### src/rtl/dram_rfsh_pkg.sv
// Shared types and helpers for the DRAM refresh and power-up initialiser.
// Assumes: integer nanosecond timings and an integer clock frequency in MHz.
package dram_rfsh_pkg;

    // Refresh cycle sequencer states, in the order a cycle walks through them.
    typedef enum logic [2:0] {
        SQ_IDLE,
        SQ_REQ,
        SQ_SETUP,
        SQ_RASLO,
        SQ_HOLD,
        SQ_PRE
    } seq_state_t;

    // Top-level life phase of the memory.
    typedef enum logic [1:0] {
        PH_PAUSE,
        PH_WAKE,
        PH_READY
    } phase_t;

    // Rounds a nanosecond time up to whole clock cycles, never below one.
    function automatic int ns_to_cycles(input int ns, input int mhz);
        int c;
        c = (ns * mhz + 999) / 1000;
        return (c < 1) ? 1 : c;
    endfunction

    // Larger of two integers.
    function automatic int max2(input int a, input int b);
        return (a > b) ? a : b;
    endfunction

endpackage

### src/rtl/rfsh_interval_timer.sv
// Free-running interval timer: pulses tick once every PERIOD cycles while
// run is high. It restarts from zero whenever run is low.
// Assumes PERIOD >= 2.
module rfsh_interval_timer #(
    parameter int PERIOD = 780
) (
    input  logic clk,
    input  logic rst_n,
    input  logic run,
    output logic tick
);
    localparam int CW = (PERIOD > 1) ? $clog2(PERIOD) : 1;
    localparam logic [CW-1:0] LAST = CW'(PERIOD - 1);

    logic [CW-1:0] cnt;

    // Count cycles within the current interval; wrap at the end.
    always_ff @(posedge clk) begin
        if (!rst_n || !run) begin
            cnt <= '0;
        end else if (cnt == LAST) begin
            cnt <= '0;
        end else begin
            cnt <= cnt + 1'b1;
        end
    end

    // Tick on the last cycle of each interval.
    always_comb tick = run && (cnt == LAST);

endmodule

### src/rtl/rfsh_debt_counter.sv
// Saturating count of refreshes owed to the DRAM. add raises the count,
// sub lowers it, and both together leave it unchanged. clear has priority.
// Assumes sub is only raised while the count is nonzero.
module rfsh_debt_counter #(
    parameter int MAX_OWED = 8
) (
    input  logic clk,
    input  logic rst_n,
    input  logic clear,
    input  logic add,
    input  logic sub,
    output logic owed_nz,
    output logic full
);
    localparam int CW = $clog2(MAX_OWED + 1);
    localparam logic [CW-1:0] TOP = CW'(MAX_OWED);

    logic [CW-1:0] owed;

    // Track owed refreshes, saturating at both ends.
    always_ff @(posedge clk) begin
        if (!rst_n || clear) begin
            owed <= '0;
        end else begin
            unique case ({add, sub})
                2'b10:   if (owed != TOP) owed <= owed + 1'b1;
                2'b01:   if (owed != '0)  owed <= owed - 1'b1;
                default: owed <= owed;
            endcase
        end
    end

    // Status decode of the owed count.
    always_comb begin
        owed_nz = (owed != '0);
        full    = (owed == TOP);
    end

endmodule

### src/rtl/rfsh_cbr_sequencer.sv
// Runs one CAS-before-RAS cycle per start request:
//   request -> grant -> CAS low -> RAS low -> CAS high -> precharge -> release.
// Every phase lasts a parameterised number of cycles (each >= 1).
// Assumes the grant is held for the whole cycle once it has been given.
module rfsh_cbr_sequencer
    import dram_rfsh_pkg::*;
#(
    parameter int CSR_CYC  = 1,
    parameter int CHR_CYC  = 1,
    parameter int HOLD_CYC = 2,
    parameter int PRE_CYC  = 2
) (
    input  logic clk,
    input  logic rst_n,
    input  logic start,
    input  logic gnt,
    output logic req,
    output logic own,
    output logic ras_n,
    output logic cas_n,
    output logic done
);
    localparam int MAXC = max2(max2(CSR_CYC, CHR_CYC), max2(HOLD_CYC, PRE_CYC));
    localparam int CW   = $clog2(MAXC + 1);

    seq_state_t    st;
    logic [CW-1:0] cnt;
    logic          last;

    // The current phase has run its full length.
    always_comb last = (cnt == '0);

    // Walk the phases of one refresh cycle.
    always_ff @(posedge clk) begin
        if (!rst_n) begin
            st  <= SQ_IDLE;
            cnt <= '0;
        end else begin
            unique case (st)
                SQ_IDLE: begin
                    if (start) st <= SQ_REQ;
                end
                SQ_REQ: begin
                    if (gnt) begin
                        st  <= SQ_SETUP;
                        cnt <= CW'(CSR_CYC - 1);
                    end
                end
                SQ_SETUP: begin
                    if (last) begin
                        st  <= SQ_RASLO;
                        cnt <= CW'(CHR_CYC - 1);
                    end else begin
                        cnt <= cnt - 1'b1;
                    end
                end
                SQ_RASLO: begin
                    if (last) begin
                        st  <= SQ_HOLD;
                        cnt <= CW'(HOLD_CYC - 1);
                    end else begin
                        cnt <= cnt - 1'b1;
                    end
                end
                SQ_HOLD: begin
                    if (last) begin
                        st  <= SQ_PRE;
                        cnt <= CW'(PRE_CYC - 1);
                    end else begin
                        cnt <= cnt - 1'b1;
                    end
                end
                SQ_PRE: begin
                    if (last) st <= SQ_IDLE;
                    else      cnt <= cnt - 1'b1;
                end
                default: st <= SQ_IDLE;
            endcase
        end
    end

    // Decode the strobes and the handshake from the phase.
    always_comb begin
        req   = (st != SQ_IDLE);
        own   = (st == SQ_SETUP) || (st == SQ_RASLO) || (st == SQ_HOLD) || (st == SQ_PRE);
        ras_n = !((st == SQ_RASLO) || (st == SQ_HOLD));
        cas_n = !((st == SQ_SETUP) || (st == SQ_RASLO));
        done  = (st == SQ_PRE) && last;
    end

endmodule

### src/rtl/dram_refresh_init.sv
// DRAM refresh and power-up initialiser (top).
// Holds the power-up pause, then runs WAKE_CYCLES CBR cycles, then keeps
// paying one CBR refresh per interval. If the owed count saturates it
// replays the wake-up series.
// Assumes: one requester clock domain and a grant that stays high for a
// whole cycle. Both CAS lanes are driven together in each CBR cycle.
module dram_refresh_init
    import dram_rfsh_pkg::*;
#(
    parameter int CLK_MHZ     = 50,
    parameter int PWRUP_NS    = 200000,
    parameter int REFI_NS     = 15600,
    parameter int TCSR_NS     = 5,
    parameter int TCHR_NS     = 10,
    parameter int TRAS_NS     = 60,
    parameter int TRP_NS      = 40,
    parameter int TRPC_NS     = 5,
    parameter int WAKE_CYCLES = 8,
    parameter int MAX_OWED    = 8,
    parameter int CAS_LANES   = 2
) (
    input  logic clk,
    input  logic rst_n,
    input  logic rfsh_gnt,
    output logic rfsh_req,
    output logic strobe_own,
    output logic ras_n,
    output logic cas_lo_n,
    output logic cas_hi_n,
    output logic init_done,
    output logic overrun
);
    localparam int PAUSE_CYC = ns_to_cycles(PWRUP_NS, CLK_MHZ);
    localparam int REFI_CYC  = max2(2, ns_to_cycles(REFI_NS, CLK_MHZ));
    localparam int CSR_CYC   = ns_to_cycles(TCSR_NS, CLK_MHZ);
    localparam int CHR_CYC   = ns_to_cycles(TCHR_NS, CLK_MHZ);
    localparam int RAS_CYC   = ns_to_cycles(TRAS_NS, CLK_MHZ);
    localparam int HOLD_CYC  = (RAS_CYC > CHR_CYC) ? (RAS_CYC - CHR_CYC) : 1;
    localparam int PRE_CYC   = max2(ns_to_cycles(TRP_NS, CLK_MHZ), ns_to_cycles(TRPC_NS, CLK_MHZ));
    localparam int PW        = $clog2(PAUSE_CYC + 1);
    localparam int WW        = $clog2(WAKE_CYCLES + 1);
    localparam logic [PW-1:0] PAUSE_LAST = PW'(PAUSE_CYC - 1);
    localparam logic [WW-1:0] WAKE_LAST  = WW'(WAKE_CYCLES - 1);

    phase_t  phase;
    logic [PW-1:0] pause_cnt;
    logic [WW-1:0] wake_cnt;
    logic          ovr_flag;
    logic          tick, owed_nz, owed_full, seq_done, need, ovr_evt;
    logic          seq_cas_n;
    logic [CAS_LANES-1:0] cas_lane_n;

    // Interval timer runs only while the memory is ready.
    rfsh_interval_timer #(.PERIOD(REFI_CYC)) u_timer (
        .clk  (clk),
        .rst_n(rst_n),
        .run  (phase == PH_READY),
        .tick (tick)
    );

    // Owed-refresh bookkeeping; emptied outside the ready phase and on overrun.
    rfsh_debt_counter #(.MAX_OWED(MAX_OWED)) u_debt (
        .clk    (clk),
        .rst_n  (rst_n),
        .clear  ((phase != PH_READY) || ovr_evt),
        .add    (tick),
        .sub    (seq_done && (phase == PH_READY)),
        .owed_nz(owed_nz),
        .full   (owed_full)
    );

    // One CBR cycle engine shared by the wake-up and the periodic refresh.
    rfsh_cbr_sequencer #(
        .CSR_CYC (CSR_CYC),
        .CHR_CYC (CHR_CYC),
        .HOLD_CYC(HOLD_CYC),
        .PRE_CYC (PRE_CYC)
    ) u_seq (
        .clk  (clk),
        .rst_n(rst_n),
        .start(need),
        .gnt  (rfsh_gnt),
        .req  (rfsh_req),
        .own  (strobe_own),
        .ras_n(ras_n),
        .cas_n(seq_cas_n),
        .done (seq_done)
    );

    // Decide whether another cycle is wanted and whether the deadline was missed.
    always_comb begin
        need    = (phase == PH_WAKE) || ((phase == PH_READY) && owed_nz);
        ovr_evt = (phase == PH_READY) && tick && owed_full;
    end

    // Advance through pause, wake-up and ready; re-enter wake-up on overrun.
    always_ff @(posedge clk) begin
        if (!rst_n) begin
            phase     <= PH_PAUSE;
            pause_cnt <= '0;
            wake_cnt  <= '0;
            ovr_flag  <= 1'b0;
        end else begin
            unique case (phase)
                PH_PAUSE: begin
                    if (pause_cnt == PAUSE_LAST) phase <= PH_WAKE;
                    else                         pause_cnt <= pause_cnt + 1'b1;
                end
                PH_WAKE: begin
                    if (seq_done) begin
                        if (wake_cnt == WAKE_LAST) begin
                            phase    <= PH_READY;
                            wake_cnt <= '0;
                            ovr_flag <= 1'b0;
                        end else begin
                            wake_cnt <= wake_cnt + 1'b1;
                        end
                    end
                end
                PH_READY: begin
                    if (ovr_evt) begin
                        phase    <= PH_WAKE;
                        wake_cnt <= '0;
                        ovr_flag <= 1'b1;
                    end
                end
                default: phase <= PH_PAUSE;
            endcase
        end
    end

    // Fan the shared CAS timing out to every byte lane.
    for (genvar g = 0; g < CAS_LANES; g++) begin : g_cas_lane
        assign cas_lane_n[g] = seq_cas_n;
    end

    // Port decode.
    always_comb begin
        cas_lo_n  = cas_lane_n[0];
        cas_hi_n  = cas_lane_n[CAS_LANES-1];
        init_done = (phase == PH_READY);
        overrun   = ovr_flag;
    end

endmodule

### config.mk
export PLATFORM = sky130hd
export DESIGN_NAME = dram_refresh_init
export DESIGN_NICKNAME = d
export VERILOG_FILES = /design/src/rtl/dram_rfsh_pkg.sv /design/src/rtl/rfsh_interval_timer.sv /design/src/rtl/rfsh_debt_counter.sv /design/src/rtl/rfsh_cbr_sequencer.sv /design/src/rtl/dram_refresh_init.sv
export SDC_FILE = /design/constraint.sdc
export NUM_CORES = 1
export LEC_CHECK = 0
export ABC_AREA = 0
export BUFFER_PORTS_ARGS = -buffer_cell sky130_fd_sc_hd__buf_4
export CAP_MARGIN = 5
export CORE_AREA = 2 2 73 75
export DETAILED_ROUTE_END_ITERATION = 10
export DIE_AREA = 0 0 75 77
export PLACE_DENSITY = 0.61
export SLEW_MARGIN = 20
export SYNTH_ARGS = -nofsm -noshare
export SYNTH_HDL_FRONTEND = slang
export SYNTH_SLANG_ARGS = --single-unit
### constraint.sdc
create_clock -name clk -period 2.2 [get_ports clk]
set_input_delay 0.44 -clock clk [delete_from_list [all_inputs] [get_ports clk]]
set_output_delay 0.44 -clock clk [all_outputs]
set_load 0.1 [all_outputs]
==> impl_metrics.csv, run 1 <==
group,metric,value,unit
yosys,synth_top_flop_cell,"dfxtp_1",
power_and_ir_drop,finalPower,1.97,mW
placement,place_area,2430,um^2
global_route,antenna_found_initial,0,
worst_hold_path,holdPathStages,2,
route,drt_iter0_markers,60,
placement,place_inst,338,
route,drt-total-wl,4240,um
yosys,synth_cell_types,50,
global_route,grt.total_usage,16.2,%
floorplanning,die_w,75,um
timing,hold_ws,0.391,ns
yosys,synth_area,2160,um^2
cts,htreeDepth,2,
floorplanning,start_util,43.4,%
timing,worst_pin_slew,0.464,ns
worst_setup_path,r2r-end,"u_debt.owed[2]$_SDFFE_PP0P_",
yosys,ys_ff_latch,40,
power_and_ir_drop,ir_worst_vdd,0.477,mV
route,vias_per_cell,5.10,
placement,hpwl,3070,um
timing,hold_viol,0,
global_route,grt_pass1_wl,7400,um
yosys,yosysSeqAreaShare,37.1,%
timing,min_period,2.18,ns
yosys,yosys.area.top_type,"dfxtp_1",
placement,portBuffers,9,
route,drc,0,
worst_setup_path,critPathKind,"register to register",
final_layout,fin_area,2620,um^2
final_layout,nFillCells,480,
floorplanning,die_y,77,um
yosys,syn_nets,259,
timing,setup_tns,0,ns
cts,clk_latency,0.28,ns
final_layout,drive_gt1_share,23.2,%
worst_hold_path,hold_start,"rst_n",
worst_setup_path,arrival,2.35,ns
yosys,synthCells,249,
worst_setup_path,worstPathMaxFanout,2,
yosys,synth_edf_count,0,
final_layout,synthToLayoutAreaGrowth,21.3,%
worst_setup_path,start_kind,"register",
timing,period_share,99.0,%
worst_setup_path,rr_worst_depth,9,
global_route,grt_start_max_net_pins,20,
worst_setup_path,r2r_start,"u_timer.cnt[1]$_SDFF_PP0_",
route,avgRoutedWirePerCell,12.1,um
cts,cts_sinks,40,
cts,root_buffer,"clkbuf_8",
cts,clock_tree.buffer_depth,2,
global_route,grt_pass1_vias,1718,
final_layout,fin_util,52.6,%
route,drt-pass1-iter-count,4,
cts,path_clk_slew,0.08,ns
timing,clock.fmax,0.459,GHz
floorplanning,fp-row-count,26,
power_and_ir_drop,leakagePower,1.01,nW
timing,slew_headroom,68.7,%
route,ant_nets,0,
worst_setup_path,worst-r2r-setup-slack,0.02,ns
floorplanning,io_pins,10,
yosys,yosys_warnings,0,
floorplanning,core_area,4980,um^2
timing,setup_ws,0.0215,ns
floorplanning,dieArea,5780,um^2
yosys,synthTopCellsByCount,"40 x dfxtp_1, 40 x nor2_1, 18 x xnor2_1",
yosys,synthTopCellsByArea,"dfxtp_1 37%, xnor2_1 7.3%, nor2_1 7.0%",
worst_hold_path,hold_end,"u_seq.st[2]$_SDFFE_PN0P_",
route,vias,1786,
final_layout,fin_cells,350,
cts,cts_buffers,5,
run,cap_violations,0,
yosys,async_reset_ff_share,0,%
worst_setup_path,end_kind,"register",
power_and_ir_drop,power.density,751,nW/um^2
timing,rsz0062_at_grt,"yes",
worst_setup_path,cp.required,2.37,ns
placement,dp_slack,0.00618,ns
timing,maxSlewViolCount,0,
final_layout,fin_nets,289,
worst_setup_path,setup.worst_path.start,"u_timer.cnt[1]$_SDFF_PP0_",
global_route,grt_overflow_total,0,
cts,cts_hold_buf,0,
cts,cts_tree,"yes",
timing,finalSetupViolations,0,
placement,gp_congestion,0.826,
outcome,status,"complete, no violations",
timing,fin_worst_skew,0.00583,ns
final_layout,n_antenna_cell,0,
worst_hold_path,hold_class,"input pin to register",
yosys,avgSynthCellArea,8.67,um^2
yosys,yosys.area.top_type_share,37.1,%
[cells by family (layout without fill, tap and decap cells)]
group,after synthesis,in the layout,synth area share (%)
AND/OR/NAND/NOR,112,112,27.8
flip-flops,40,40,37.1
AO/OA/AOI/OAI,37,37,13.3
XOR/XNOR,23,23,9.33
buffers and inverters,23,54,4.75
adder cells (fa/ha/maj),7,7,4.06
multiplexers,7,7,3.59
[worst max-delay path by stage]
| stage | endpoint | slack (ns) | cells past startpoint |
|---|---|---|---|
| after detailed placement | u_debt.owed[2]$_SDFFE_PP0P_ | 0.006 | 10 |
| final | u_debt.owed[2]$_SDFFE_PP0P_ | 0.02 | 9 |
| after global placement | u_debt.owed[2]$_SDFFE_PP0P_ | 0.03 | 9 |
| after global routing | u_debt.owed[2]$_SDFFE_PP0P_ | -0.09 | 9 |
| after floorplan | u_debt.owed[2]$_SDFFE_PP0P_ | 0.0009 | 9 |
| after CTS | u_debt.owed[2]$_SDFFE_PP0P_ | 0.005 | 9 |
[state kept, by name (all words and copies together), names as in the netlist]
name,flops
phase,2
overrun,1
u_seq.cnt,2
u_timer.cnt,10
u_seq.st,3
u_debt.owed,4
pause_cnt,14
wake_cnt,4
[layout make-up]
type	instances	area (um^2)	share of cell area [%]
Tap cell	70	87.6	3.35
Clock inverter	1	30.0	1.15
Inverter	14	56.3	2.15
Clock buffer	7	96.3	3.68
Sequential cell	40	803	30.7
Timing Repair Buffer	32	240	9.18
Multi-Input combinational cell	186	1300	49.8
[layout by cell type (no fill, tap or decap), drive strengths merged, types with 4 or more instances in the layout]
master | synthesis | layout
a21oi | 11 | 11
and2 | 5 | 5
and3 | 6 | 6
and4 | 4 | 4
buf | 4 | 32
clkbuf | 5 | 7
dfxtp | 40 | 40
ha | 7 | 7
inv | 14 | 13
mux2i | 4 | 4
nand2 | 14 | 14
nand2b | 5 | 5
nand3 | 6 | 6
nor2 | 40 | 40
nor2b | 4 | 4
nor3 | 10 | 10
o21ai | 6 | 6
xnor2 | 18 | 18
xor2 | 5 | 5
[layer usage]
metal	vias up	wire (um)	track usage (%)
met5	-	0	0
met1	833	2030	21.0
li1	933	-	-
met4	0	42	6.25
met2	16	2070	25.6
met3	4	92	3.94
[report_power, final]
| group | switching [mW] | total [mW] | internal (mW) |
|---|---|---|---|
| sequential | 0.0302 | 0.785 | 0.755 |
| clock | 0.246 | 0.646 | 0.400 |
| combinational | 0.350 | 0.535 | 0.185 |
[critical path, stage by stage (launching register included)]
cell and delay (ns):
dfxtp_2 0.34, ha_4 0.15, and3b_2 0.20, a311oi_2 0.32
xor2_1 0.19, ha_2 0.21, nor2_2 0.04, mux2_4 0.26
nand2_2 0.07, mux2_4 0.29
[timing repair]
item / in CTS / in global routing
hold endpoints to repair: 0 / 0
resized for setup: 5 / 4
pin swaps: 3 / 3
buffers inserted: 3 / 1
endpoints found under the setup margin: 2 / 1
Power figures use the tool's default switching activity.
==> run 2: changes to the inputs <==
BUFFER_PORTS_ARGS = not set   (was -buffer_cell sky130_fd_sc_hd__buf_4)
CORE_AREA = 2 2 88 90   (was 2 2 73 75)
DIE_AREA = 0 0 90 92   (was 0 0 75 77)
DONT_BUFFER_PORTS = 1   (was not set)
PLACE_DENSITY = 0.44   (was 0.61)
==> impl_metrics.csv, run 2 (synthesized netlist as in run 1, its figures left out) <==
group,metric,value,unit
power_and_ir_drop,power.density,731,nW/um^2
final_layout,multi_input_area,1290,um^2
global_route,grt.total_usage,11.6,%
worst_setup_path,worst-path-buf-inv,1,
worst_setup_path,r2r_start,"u_seq.cnt[0]$_SDFFE_PN0P_",
route,ant_nets,0,
route,drc,0,
cts,root_buffer,"clkbuf_8",
route,drt_iter0_markers,37,
floorplanning,die_w,90,um
timing,slew_headroom,63.7,%
worst_setup_path,critPathKind,"register to register",
worst_setup_path,cp_slowest_cell,"a311oi_2",
final_layout,fin_nets,291,
timing,period_share,99.3,%
floorplanning,dieArea,8280,um^2
placement,gp_congestion,0.774,
cts,cts_tree,"yes",
timing,hold_viol,0,
cts,cts_hold_buf,0,
worst_setup_path,worst-r2r-setup-slack,0.02,ns
cts,htreeDepth,2,
route,drt-total-wl,4560,um
placement,hpwl,3320,um
timing,clock.fmax,0.458,GHz
floorplanning,io_pins,10,
worst_setup_path,crit_family,"multiplexers",
worst_setup_path,end_kind,"register",
route,vias_per_cell,4.65,
power_and_ir_drop,leakagePower,1.01,nW
final_layout,register_area,803,um^2
worst_setup_path,slowest_delay,0.35,ns
route,avgRoutedWirePerCell,11.9,um
worst_hold_path,holdPathStages,1,
final_layout,synthToLayoutAreaGrowth,23.2,%
worst_hold_path,hold_class,"input pin to register",
timing,worst_pin_slew,0.549,ns
timing,min_period,2.18,ns
final_layout,nFillCells,808,
final_layout,regMostFlops,"pause_cnt",
route,vias,1787,
global_route,grt_pass1_wl,7930,um
cts,clk_latency,0.29,ns
cts,clock_tree.buffer_depth,2,
worst_hold_path,hold_end,"u_seq.st[2]$_SDFFE_PN0P_",
worst_hold_path,hold_start,"rst_n",
floorplanning,die_y,92,um
floorplanning,core_area,7450,um^2
global_route,grt_start_max_net_pins,16,
timing,rsz0062_at_grt,"yes",
worst_setup_path,start_kind,"register",
worst_setup_path,arrival,2.37,ns
run,cap_violations,0,
cts,path_clk_slew,0.08,ns
worst_setup_path,r2r-end,"u_debt.owed[2]$_SDFFE_PP0P_",
worst_setup_path,cp.required,2.39,ns
floorplanning,fp-row-count,32,
timing,finalSetupViolations,0,
outcome,status,"complete, no violations",
final_layout,drive_gt1_share,23.8,%
global_route,antenna_found_initial,0,
floorplanning,start_util,29.0,%
worst_setup_path,worst_path_most_repeated_cell,"mux2_4",
worst_setup_path,rr_worst_depth,10,
final_layout,n_antenna_cell,0,
final_layout,largest_reg_flops,14,
placement,portBuffers,0,
timing,hold_ws,0.264,ns
cts,cts_buffers,5,
power_and_ir_drop,ir_worst_vdd,0.395,mV
timing,setup_tns,0,ns
global_route,grt_pass1_vias,1710,
final_layout,mostFrequentLayoutCells,"39 x nor2_1, 38 x dfxtp_1, 33 x buf_4",
cts,cts_sinks,40,
final_layout,final_common_cell,"nor2_1",
global_route,grt_overflow_total,0,
route,drt-pass1-iter-count,4,
final_layout,top_regs,"pause_cnt: 14 flops, u_timer.cnt: 10 flops",
worst_setup_path,worstPathMaxFanout,2,
timing,fin_worst_skew,0.0100,ns
timing,maxSlewViolCount,0,
worst_setup_path,crit_chain,"inv_2 > ha_4 > nand4b_1 > a311oi_2 > xor2_1 > ha_2 > nor2_2 > mux2_4 > nand2_2 > mux2_4",
## run 2: cell count changes in the layout (fill, tap and decap cells not counted), sizes merged
cell and delta:
clkinv +1, buf +2, clkinvlp +1, clkbuf -2
## run 2: worst max path at each step
stage,from,to,cells past startpoint
detailed placement,u_seq.cnt[0]$_SDFFE_PN0P_,u_debt.owed[2]$_SDFFE_PP0P_,10
global route,u_seq.cnt[0]$_SDFFE_PN0P_,u_debt.owed[2]$_SDFFE_PP0P_,10
floorplan,u_timer.cnt[0]$_SDFF_PP0_,u_debt.owed[2]$_SDFFE_PP0P_,9
finish,u_seq.cnt[0]$_SDFFE_PN0P_,u_debt.owed[2]$_SDFFE_PP0P_,10
CTS,u_timer.cnt[1]$_SDFF_PP0_,u_debt.owed[2]$_SDFFE_PP0P_,9
global placement,u_timer.cnt[1]$_SDFF_PP0_,u_debt.owed[2]$_SDFFE_PP0P_,9
## run 2: area by class of cell
class | count | share of cell area, %
clock buffer | 5 | 2.59
clock inverter | 3 | 1.60
inverter | 14 | 2.12
multi-input combinational | 186 | 48.6
sequential | 40 | 30.2
tap | 102 | 4.80
timing repair buffer | 34 | 10.1
## run 2: report_power, final
group	leakage (nW)	total, mW	switching (mW)	internal, mW
Combinational	0.633	0.561	0.366	0.195
Sequential	0.324	0.777	0.0216	0.755
Clock	0.0541	0.608	0.272	0.336
## run 2: metal layers
metal | GRT usage, % | wire length, um
met4 | 3.85 | 51
met1 | 15.3 | 2330
met2 | 18.8 | 2060
met5 | 0 | 0
met3 | 2.79 | 123
## run 2: stage by stage
| step | total power, mW | setup WS [ns] | area, um^2 | util (%) | cells |
|---|---|---|---|---|---|
| 6_report | 1.95 | 0.0164 | 2660 | 35.7 | 384 |
| 4_1_cts | 1.97 | 0.00880 | 2660 | 35.7 | 384 |
| 3_5_place_dp | 1.34 | -0.00106 | 2500 | 33.6 | 373 |
| 5_1_grt | 2.04 | -0.105 | 2660 | 35.7 | 384 |
| 2_1_floorplan | 1.21 | 0.000926 | 2180 | - | 249 |
| 3_3_place_gp | 1.34 | 0.0415 | 2500 | 33.6 | 373 |
## run 2: timing repair
action,CTS,global route
resized for setup,6,2
endpoints found under the hold margin,0,0
buffers inserted,3,0
pin swaps,5,3
endpoints found under the setup margin,3,1
gates cloned,0,0
## run 2: worst register-to-register path: stages, from the launching register on
cell and delay (ns):
dfxtp_2 0.33, inv_2 0.07, ha_4 0.13, nand4b_1 0.14
a311oi_2 0.35, xor2_1 0.21, ha_2 0.22, nor2_2 0.04
mux2_4 0.26, nand2_2 0.06, mux2_4 0.29
==> run 3: changes to the inputs <==
CORE_AREA = 2 2 123 65   (was 2 2 88 90)
DIE_AREA = 0 0 125 67   (was 0 0 90 92)
SLEW_MARGIN = not set   (was 20)
==> impl_metrics.csv, run 3 (synthesized netlist as in run 1, its figures left out) <==
group,metric,value,unit
timing,hold_viol,0,
timing,finalSetupViolations,0,
cts,htreeDepth,2,
cts,cts_sinks,40,
worst_hold_path,hold_class,"input pin to register",
global_route,grt.total_usage,12.3,%
worst_setup_path,crit_chain,"inv_2 > ha_4 > nand4b_1 > a311oi_2 > xor2_1 > ha_2 > buf_4 > mux2_4 > nand2_2 > mux2_4",
worst_setup_path,cp_slowest_cell,"a311oi_2",
timing,clock.fmax,0.456,GHz
route,drt-total-wl,4520,um
worst_setup_path,critPathKind,"register to register",
route,ant_nets,0,
timing,slew_headroom,48.2,%
timing,worst_pin_slew,0.776,ns
floorplanning,io_pins,10,
final_layout,nFillCells,722,
timing,setup_tns,0,ns
final_layout,n_antenna_cell,0,
final_layout,regMostFlops,"pause_cnt",
cts,cts_buffers,5,
power_and_ir_drop,ir_worst_vdd,0.262,mV
route,highest_layer,"met4",
placement,portBuffers,0,
route,vias_per_cell,4.82,
worst_setup_path,start_kind,"register",
final_layout,synthToLayoutAreaGrowth,24.6,%
route,route.met3.wl,142,um
cts,clk_latency,0.28,ns
power_and_ir_drop,power.density,839,nW/um^2
final_layout,fin_nets,286,
worst_setup_path,slowest_delay,0.33,ns
worst_setup_path,worst_path_most_repeated_cell,"mux2_4",
final_layout,final_common_cell,"nor2_1",
cts,clock_tree.buffer_depth,2,
timing,rsz0062_at_grt,"yes",
route,drc,0,
worst_setup_path,arrival,2.37,ns
outcome,status,"complete, no violations",
cts,cts_tree,"yes",
floorplanning,dieArea,8380,um^2
route,drt-pass1-iter-count,4,
final_layout,drive_gt1_share,21.7,%
global_route,grt_overflow_total,0,
global_route,grt_start_max_net_pins,24,
route,avgRoutedWirePerCell,12.1,um
global_route,antenna_found_initial,0,
route,vias,1794,
floorplanning,core_area,7210,um^2
floorplanning,fp-row-count,22,
power_and_ir_drop,finalPower,2.26,mW
placement,hpwl,3280,um
cts,root_buffer,"clkbuf_16",
route,drt_iter0_markers,95,
global_route,grt_pass1_wl,8050,um
cts,cts_hold_buf,0,
final_layout,top_regs,"pause_cnt: 14 flops, u_timer.cnt: 10 flops",
power_and_ir_drop,leakagePower,1.02,nW
floorplanning,die_y,67,um
final_layout,mostFrequentLayoutCells,"39 x nor2_1, 38 x dfxtp_1, 28 x buf_4",
timing,hold_ws,0.275,ns
timing,maxSlewViolCount,0,
placement,gp_congestion,0.779,
floorplanning,start_util,29.9,%
floorplanning,die_w,125,um
cts,path_clk_slew,0.06,ns
worst_setup_path,end_kind,"register",
timing,fin_worst_skew,0.00520,ns
final_layout,largest_reg_flops,14,
timing,min_period,2.20,ns
timing,period_share,99.8,%
worst_setup_path,worstPathMaxFanout,2,
run,cap_violations,0,
global_route,grt_pass1_vias,1699,
route,met1_length,2170,um
route,wl_met2,2140,um
worst_setup_path,cp.required,2.37,ns
==> run 3: timing repair <==
item | 4_1_cts | 5_1_grt
buffers inserted | 1 | 2
pin swaps | 2 | 2
resized for setup | 1 | 6
endpoints found under the setup margin | 1 | 5
==> run 3: layer usage <==
metal,GRT usage (%),up-vias
met5,0,-
met4,4.58,0
met1,14.5,851
met3,4.10,7
met2,21.1,14
li1,-,922
==> run 3: final timing paths <==
path / startpoint / to / slack [ns] / cells past startpoint
worst max-delay path: u_seq.cnt[0]$_SDFFE_PN0P_ / u_debt.owed[2]$_SDFFE_PP0P_ / 0.005 / 10
worst min-delay path: rst_n / phase[0]$_SDFFE_PN0P_ / 0.27 / 1
worst max register to register: u_seq.cnt[0]$_SDFFE_PN0P_ / u_debt.owed[2]$_SDFFE_PP0P_ / 0.005 / 10
worst min register to register: u_debt.owed[3]$_SDFFE_PP0P_ / u_debt.owed[3]$_SDFFE_PP0P_ / 0.48 / 1
==> run 3: layout make-up <==
class / count / area, um^2 / area share, %
Multi-Input combinational cell: 186 / 1290 / 48.1
Inverter: 14 / 56.3 / 2.09
Sequential cell: 40 / 803 / 29.9
Clock inverter: 2 / 60.1 / 2.23
Clock buffer: 5 / 125 / 4.65
Tap cell: 96 / 120 / 4.47
Timing Repair Buffer: 29 / 230 / 8.56
==> run 3: power breakdown <==
group	leakage, nW	total [mW]	internal, mW	switching, mW
logic	0.608	0.555	0.190	0.365
registers	0.324	0.775	0.756	0.0185
clock network	0.0899	0.927	0.643	0.284
total	1.02	2.26	1.59	0.668
==> run 3: worst max-delay path: cells and delay by family, from the launching register on <==
family                   cells  cell delay [ns]
multiplexers                 2             0.55
buffers and inverters        2             0.20
flip-flops                   1             0.32
AND/OR/NAND/NOR              2             0.24
AO/OA/AOI/OAI                1             0.33
adder cells (fa/ha/maj)      2             0.33
XOR/XNOR                     1             0.12
==> run 3: through the flow <==
step / worst slack [ns] / instance area, um^2 / utilization (%) / cells
after floorplan: 0.000926 / 2180 / - / 249
after global placement: 0.0466 / 2460 / 34.1 / 362
after detailed placement: -0.0143 / 2460 / 34.1 / 362
after CTS: 0.00192 / 2650 / 36.8 / 370
after global routing: -0.0912 / 2690 / 37.3 / 372
final: 0.00463 / 2690 / 37.3 / 372
